$ cat config.mk
export PLATFORM = sky130hd
export DESIGN_NAME = lbus_master
export DESIGN_NICKNAME = d
export VERILOG_FILES = /design/src/rtl/lbm_pkg.sv /design/src/rtl/lbm_sync.sv /design/src/rtl/lbm_wait_timer.sv /design/src/rtl/lbus_master.sv
export SDC_FILE = /design/constraint.sdc
export NUM_CORES = 1
export LEC_CHECK = 0
export BUFFER_PORTS_ARGS = -buffer_cell sky130_fd_sc_hd__clkbuf_2
export CAP_MARGIN = 20
export CORE_MARGIN = 3
export CORE_UTILIZATION = 29
export CTS_CLUSTER_DIAMETER = 200
export DETAILED_ROUTE_END_ITERATION = 10
export PLACE_DENSITY = 0.6
export SYNTH_ARGS = -nofsm -noshare
export SYNTH_HDL_FRONTEND = slang
export SYNTH_SLANG_ARGS = --single-unit
$ cat constraint.sdc
create_clock -name clk -period 1.8 [get_ports clk]
set_clock_uncertainty 0.1 [all_clocks]
set_input_delay 0.27 -clock clk [delete_from_list [all_inputs] [get_ports clk]]
set_output_delay 0.27 -clock clk [all_outputs]
set_load 0.02 [all_outputs]
$ cat src/rtl/lbm_pkg.sv
package lbm_pkg;
  typedef enum logic [2:0] {
    ST_IDLE,
    ST_ARB,
    ST_ADDR,
    ST_DATA,
    ST_STRB_OFF,
    ST_CS_OFF
  } lbm_state_e;
endpackage

$ cat src/rtl/lbm_sync.sv
module lbm_sync #(
  parameter int   STAGES  = 2,
  parameter logic RST_VAL = 1'b0
) (
  input  logic clk,
  input  logic rst_n,
  input  logic d,
  output logic q
);
  logic [STAGES-1:0] sr_q;
  logic [STAGES-1:0] sr_d;

  always_comb sr_d = {sr_q[STAGES-2:0], d};

  always_ff @(posedge clk or negedge rst_n) begin
    if (!rst_n) sr_q <= {STAGES{RST_VAL}};
    else        sr_q <= sr_d;
  end

  assign q = sr_q[STAGES-1];
endmodule

$ cat src/rtl/lbm_wait_timer.sv
module lbm_wait_timer #(
  parameter int CNT_W = 8
) (
  input  logic             clk,
  input  logic             rst_n,
  input  logic             run,
  input  logic [CNT_W-1:0] limit,
  output logic             expired
);
  logic [CNT_W-1:0] cnt_q;
  logic [CNT_W-1:0] cnt_d;

  assign expired = (cnt_q == limit);

  always_comb begin
    cnt_d = cnt_q;
    if (!run)         cnt_d = '0;
    else if (!expired) cnt_d = cnt_q + 1'b1;
  end

  always_ff @(posedge clk or negedge rst_n) begin
    if (!rst_n) cnt_q <= '0;
    else        cnt_q <= cnt_d;
  end

  // while running and not yet expired, the count advances by one each cycle
  a_r7_count_steps: assert property (@(posedge clk) disable iff (!rst_n)
    (run && !expired && $past(run)) |-> (cnt_q == $past(cnt_q) + 1'b1) || $past(expired));

  // a new run always starts from zero
  a_r7_start_zero: assert property (@(posedge clk) disable iff (!rst_n)
    $rose(run) |-> (cnt_q == '0));
endmodule

$ cat src/rtl/lbus_master.sv
module lbus_master
  import lbm_pkg::*;
#(
  parameter int ADDR_W = 16,
  parameter int DATA_W = 16,
  parameter int CNT_W  = 8
) (
  input  logic              clk,
  input  logic              rst_n,
  input  logic              host_req,
  input  logic [ADDR_W-1:0] host_addr,
  input  logic [DATA_W-1:0] host_wdata,
  input  logic              host_we,
  input  logic              host_size16,
  input  logic [CNT_W-1:0]  wait_limit,
  output logic              host_ready,
  output logic              host_done,
  output logic              host_err,
  output logic [DATA_W-1:0] host_rdata,
  output logic              lbus_req,
  input  logic              lbus_gnt,
  output logic              lbus_gack,
  output logic [ADDR_W-1:0] la_o,
  output logic              size16_o,
  output logic              cs_n_o,
  output logic              rw_o,
  output logic              ds_n_o,
  output logic              ctl_oe,
  output logic [DATA_W-1:0] ld_o,
  output logic              ld_oe,
  input  logic [DATA_W-1:0] ld_i,
  input  logic              dtack_n_i
);
  localparam int BYTE_W = 8;

  lbm_state_e state_q, state_d;

  logic              gnt_s;
  logic              dtack_n_s;
  logic              expired;
  logic              accept;
  logic              finish;

  logic [ADDR_W-1:0] addr_q;
  logic [DATA_W-1:0] wdata_q;
  logic              we_q;
  logic              size16_q;
  logic [CNT_W-1:0]  limit_q;
  logic [DATA_W-1:0] rdata_q, rdata_d;
  logic              err_q, err_d;

  lbm_sync #(.STAGES(2), .RST_VAL(1'b0)) u_gnt_sync (
    .clk(clk), .rst_n(rst_n), .d(lbus_gnt), .q(gnt_s));

  lbm_sync #(.STAGES(2), .RST_VAL(1'b1)) u_ack_sync (
    .clk(clk), .rst_n(rst_n), .d(dtack_n_i), .q(dtack_n_s));

  lbm_wait_timer #(.CNT_W(CNT_W)) u_timer (
    .clk(clk), .rst_n(rst_n), .run(state_q == ST_DATA),
    .limit(limit_q), .expired(expired));

  assign host_ready = (state_q == ST_IDLE) && !gnt_s;
  assign accept     = host_ready && host_req;
  assign finish     = (state_q == ST_DATA) && (!dtack_n_s || expired);

  always_comb begin
    state_d = state_q;
    case (state_q)
      ST_IDLE:     if (accept) state_d = ST_ARB;
      ST_ARB:      if (gnt_s)  state_d = ST_ADDR;
      ST_ADDR:     state_d = ST_DATA;
      ST_DATA:     if (finish) state_d = ST_STRB_OFF;
      ST_STRB_OFF: state_d = ST_CS_OFF;
      ST_CS_OFF:   state_d = ST_IDLE;
      default:     state_d = ST_IDLE;
    endcase
  end

  always_comb begin
    rdata_d = rdata_q;
    err_d   = err_q;
    if (finish) begin
      if (!dtack_n_s) begin
        err_d = 1'b0;
        if (we_q)          rdata_d = '0;
        else if (size16_q) rdata_d = ld_i;
        else               rdata_d = {{(DATA_W-BYTE_W){1'b0}}, ld_i[BYTE_W-1:0]};
      end else begin
        err_d   = 1'b1;
        rdata_d = '0;
      end
    end
  end

  always_ff @(posedge clk or negedge rst_n) begin
    if (!rst_n) begin
      state_q <= ST_IDLE;
      rdata_q <= '0;
      err_q   <= 1'b0;
    end else begin
      state_q <= state_d;
      rdata_q <= rdata_d;
      err_q   <= err_d;
    end
  end

  always_ff @(posedge clk or negedge rst_n) begin
    if (!rst_n) begin
      addr_q   <= '0;
      wdata_q  <= '0;
      we_q     <= 1'b0;
      size16_q <= 1'b0;
      limit_q  <= '0;
    end else if (accept) begin
      addr_q   <= host_addr;
      wdata_q  <= host_wdata;
      we_q     <= host_we;
      size16_q <= host_size16;
      limit_q  <= wait_limit;
    end
  end

  assign lbus_req   = (state_q != ST_IDLE);
  assign lbus_gack  = (state_q != ST_IDLE) && (state_q != ST_ARB);
  assign ctl_oe     = lbus_gack;
  assign cs_n_o     = !((state_q == ST_ADDR) || (state_q == ST_DATA) || (state_q == ST_STRB_OFF));
  assign ds_n_o     = (state_q != ST_DATA);
  assign rw_o       = !we_q;
  assign size16_o   = size16_q;
  assign la_o       = addr_q;
  assign ld_o       = wdata_q;
  assign ld_oe      = ctl_oe && we_q;
  assign host_done  = (state_q == ST_CS_OFF);
  assign host_err   = err_q;
  assign host_rdata = rdata_q;

  // ownership starts only with the synchronized grant present
  a_r2_own_after_grant: assert property (@(posedge clk) disable iff (!rst_n)
    $rose(lbus_gack) |-> $past(gnt_s));

  // acknowledge and request are released together
  a_r3_release_together: assert property (@(posedge clk) disable iff (!rst_n)
    $fell(lbus_gack) |-> $fell(lbus_req));

  // address stays put while the bus is owned
  a_r4_addr_stable: assert property (@(posedge clk) disable iff (!rst_n)
    (ctl_oe && $past(ctl_oe)) |-> $stable(la_o) && $stable(rw_o) && $stable(size16_o));

  // strobe only inside chip select, after a setup cycle
  a_r5_strobe_in_cs: assert property (@(posedge clk) disable iff (!rst_n)
    !ds_n_o |-> !cs_n_o);
  a_r5_setup_cycle: assert property (@(posedge clk) disable iff (!rst_n)
    $fell(ds_n_o) |-> $past(!cs_n_o));

  // nothing enabled without the grant acknowledge
  a_r8_float_idle: assert property (@(posedge clk) disable iff (!rst_n)
    !lbus_gack |-> !ctl_oe && !ld_oe);

  // strobe withdrawn a cycle before chip select
  a_r9_strobe_first: assert property (@(posedge clk) disable iff (!rst_n)
    $rose(cs_n_o) |-> $past(ds_n_o));
  a_r9_done_pulse: assert property (@(posedge clk) disable iff (!rst_n)
    host_done |=> !host_done);
endmodule

==> results.yml <==
flow_run:
  drv_cap: 0
logic_synthesis:
  synth_area_um2: 3030
  ys_ff_latch: 74
  synth_top_cell_by_area: "dfrtp_1"
  syn_nets: 284
  ys_seq_area_share_pct: 61.3
  ys_types: 35
  synthTopCellsByArea: "dfrtp_1 60%, mux2_2 15%, a22o_1 2.6%"
  synthDominantCellAreaShare_pct: 59.6
  synth.avg_cell_area_um2: 13.8
  yosysMostFrequentCell: "dfrtp_1"
  syn_inst: 220
  ys_top_cells_by_count: "72 x dfrtp_1, 41 x mux2_2, 14 x nand2_1"
  synth-edff-count: 0
  ys.flop_type: "dfrtp_1"
  synth-async-reset-ratio_pct: 100
  yosysWarnings: 0
power_and_ir_drop:
  p_per_area_nw_per_um2: 1740
  power.switching_uw: 2750
  leakagePower_uw: 0.00209
  p_int_uw: 4550
  ir_drop_v: 0.000789
  seqPwrFrac_pct: 37.5
  power.share.switching_pct: 37.7
  p_comb_share_pct: 43.2
  clockPowerShare_pct: 19.3
global_route:
  overflow: 0
  grt_pass1_wl_um: 11000
  grt_usage_pct: 12.0
  grt_pass1_vias: 2342
  grt_max_degree: 43
  antenna_found_initial: 0
finish:
  final_nets: 425
  antennaDiodeCount: 0
  area_growth_pct: 38.6
  utilization_pct: 42.1
  drive_gt1_share_pct: 59.6
  final_area_um2: 4190
  fillers: 977
floorplanning:
  die_h_um: 108
  start_util_pct: 30.4
  ios: 122
  die_x_um: 108
  core_um2: 9950
  fp.dieArea_um2: 11700
  placementRows: 36
setup_path:
  crit_arrival_ns: 1.40
  rr_startpoint: "u_timer.cnt_q[6]$_DFFE_PN0P_"
  crit_start: "state_q[0]$_DFFE_PN0P_"
  cp_max_fo: 9
  worstPathRequired_ns: 1.43
  worstSetupEndpointType: "output pin"
  crit_type: "flop to output pin"
  r2r_slack_ns: 0.08
  cp-start-kind: "flop"
min_path:
  hold_start: "ld_i[4]"
  hold_class: "primary input to flop"
timing:
  hold_viol: 0
  fmax_mhz: 566
  min_period_ns: 1.77
  worstMarginPinSlew_ns: 0.407
  maxSlewViolCount: 0
  setup_viol: 0
  finalCritPeriodShare_pct: 98.1
  timing.hold.ws_ns: 0.0419
  max_slew_margin_pct: 72.9
  rsz0062_at_grt: "yes"
clock_network:
  cts_tree: "yes"
  clk_pin_slew_ns: 0.08
  clkSinkCount: 74
  insertion_delay_ns: 0.35
  clockRootBuffer: "clkbuf_8"
  numCtsBuffers: 9
  htreeDepth: 3
  clk_path_buf_depth: 2
drt:
  drt-initial-drc-count: 78
  remaining_drc_errors: 0
  wl_per_cell_um: 14.1
  finalWirelength_um: 7050
  vias: 2247
  via_per_inst: 4.50
  ant_nets: 0
  first_pass_iters: 4
place:
  gp_congestion: 0.787
  dp_hpwl_um: 5060
  placed_area_um2: 3870
  portBuffers: 121
outcome:
  status: "finished clean"
layout make-up:
class	count	area (um2)	area share, %
Inverter	2	7.51	0.179
Tap cell	133	166	3.97
Clock buffer	9	124	2.95
Multi-Input combinational cell	131	1110	26.4
Sequential cell	74	1850	44.2
Clock inverter	7	93.8	2.24
Timing Repair Buffer	143	841	20.0
power by group through the flow:
stage                     Clock [uW]  Sequential, uW  Combinational [uW]
after floorplan                    0            3340                1450
after CTS                       1470            2750                3100
after global placement             0            2760                2990
after detailed placement           0            2770                3040
after global routing            1550            2840                3390
final                           1410            2740                3150
worst paths after layout:
kind                                           endpoint  cells past startpoint
setup / recovery                               lbus_req                      3
hold / removal                host_rdata[4]$_DFFE_PN0P_                      2
setup reg to reg           u_timer.cnt_q[5]$_DFFE_PN0P_                      6
hold reg to reg            u_gnt_sync.sr_q[1]$_DFF_PN0_                      0
max in group asynchronous           la_o[1]$_DFFE_PN0P_                      3
min in group asynchronous  u_timer.cnt_q[3]$_DFFE_PN0P_                      2
repair_timing:
item                       in CTS  in global routing
pin swaps                       1                  4
setup endpoints to repair      19                 19
hold buffers                    3                  0
cloned                          0                  1
buffers inserted                1                  1
gates resized for setup         5                 10
hold endpoints to repair       28                  0
registers in the layout, summed over array words and instances (netlist names):
register	cells
ld_o	16
u_timer.cnt_q	8
host_rdata	16
u_ack_sync.sr_q	2
state_q	3
la_o	16
limit_q	8
we_q	1
host_err	1
u_gnt_sync.sr_q	2
size16_o	1
logic make-up (layout without fill, tap and decap cells):
kind of cell	count (synthesis)	count (layout)	synth area share (%)
compound gates	35	36	8.85
xor+xnor	9	9	2.85
fa+ha+maj	1	1	0.413
buf+inv	16	161	3.43
flops	74	74	61.3
mux	42	42	15.6
simple gates	43	43	7.53
cells in the final DEF, fill, tap and decap left out, types with 2 or more instances in the layout:
cell type / n
a22o_2: 7
or4_1: 3
bufinv_16: 2
dlygate4sd3_1: 3
or3_1: 4
buf_12: 2
clkbuf_8: 11
nand2_1: 13
clkbuf_2: 117
o21ai_0: 3
o211ai_1: 3
and2_1: 2
dfstp_2: 2
mux2_2: 41
a21o_4: 2
clkinv_2: 2
a21oi_1: 7
dfrtp_1: 72
buf_6: 4
nand3_1: 2
xnor2_1: 8
clkinvlp_4: 2
a22o_1: 9
nand4_1: 2
o31ai_1: 2
or2_4: 2
nor2_1: 9
buf_4: 15
per-layer routing:
| metal | share of wire [%] | GRT usage (%) | vias to the layer above |
|---|---|---|---|
| li1 | - | - | 1066 |
| met1 | 42 | 15.0 | 1095 |
| met2 | 51 | 19.2 | 78 |
| met3 | 6.4 | 4.30 | 8 |
| met4 | 1.0 | 4.42 | 0 |
| met5 | 0 | 0 | - |
worst max-delay path, cell delays in order, from the launching register on:
cell and delay [ns]:
dfrtp_1 0.38, buf_4 0.17, or3_1 0.36, buf_6 0.14
per-stage QoR:
step / setup slack [ns] / cells / TNS [ns] / total power, uW
after floorplan: -0.124 / 220 / -4.67 / 4790
after global placement: -0.0188 / 477 / -0.127 / 5750
after detailed placement: -0.0607 / 477 / -0.706 / 5810
after CTS: -0.0254 / 497 / -0.0254 / 7320
after global routing: -0.0243 / 499 / -0.0547 / 7780
final: 0.0337 / 499 / 0 / 7300
(Power assumes the default switching activity.)
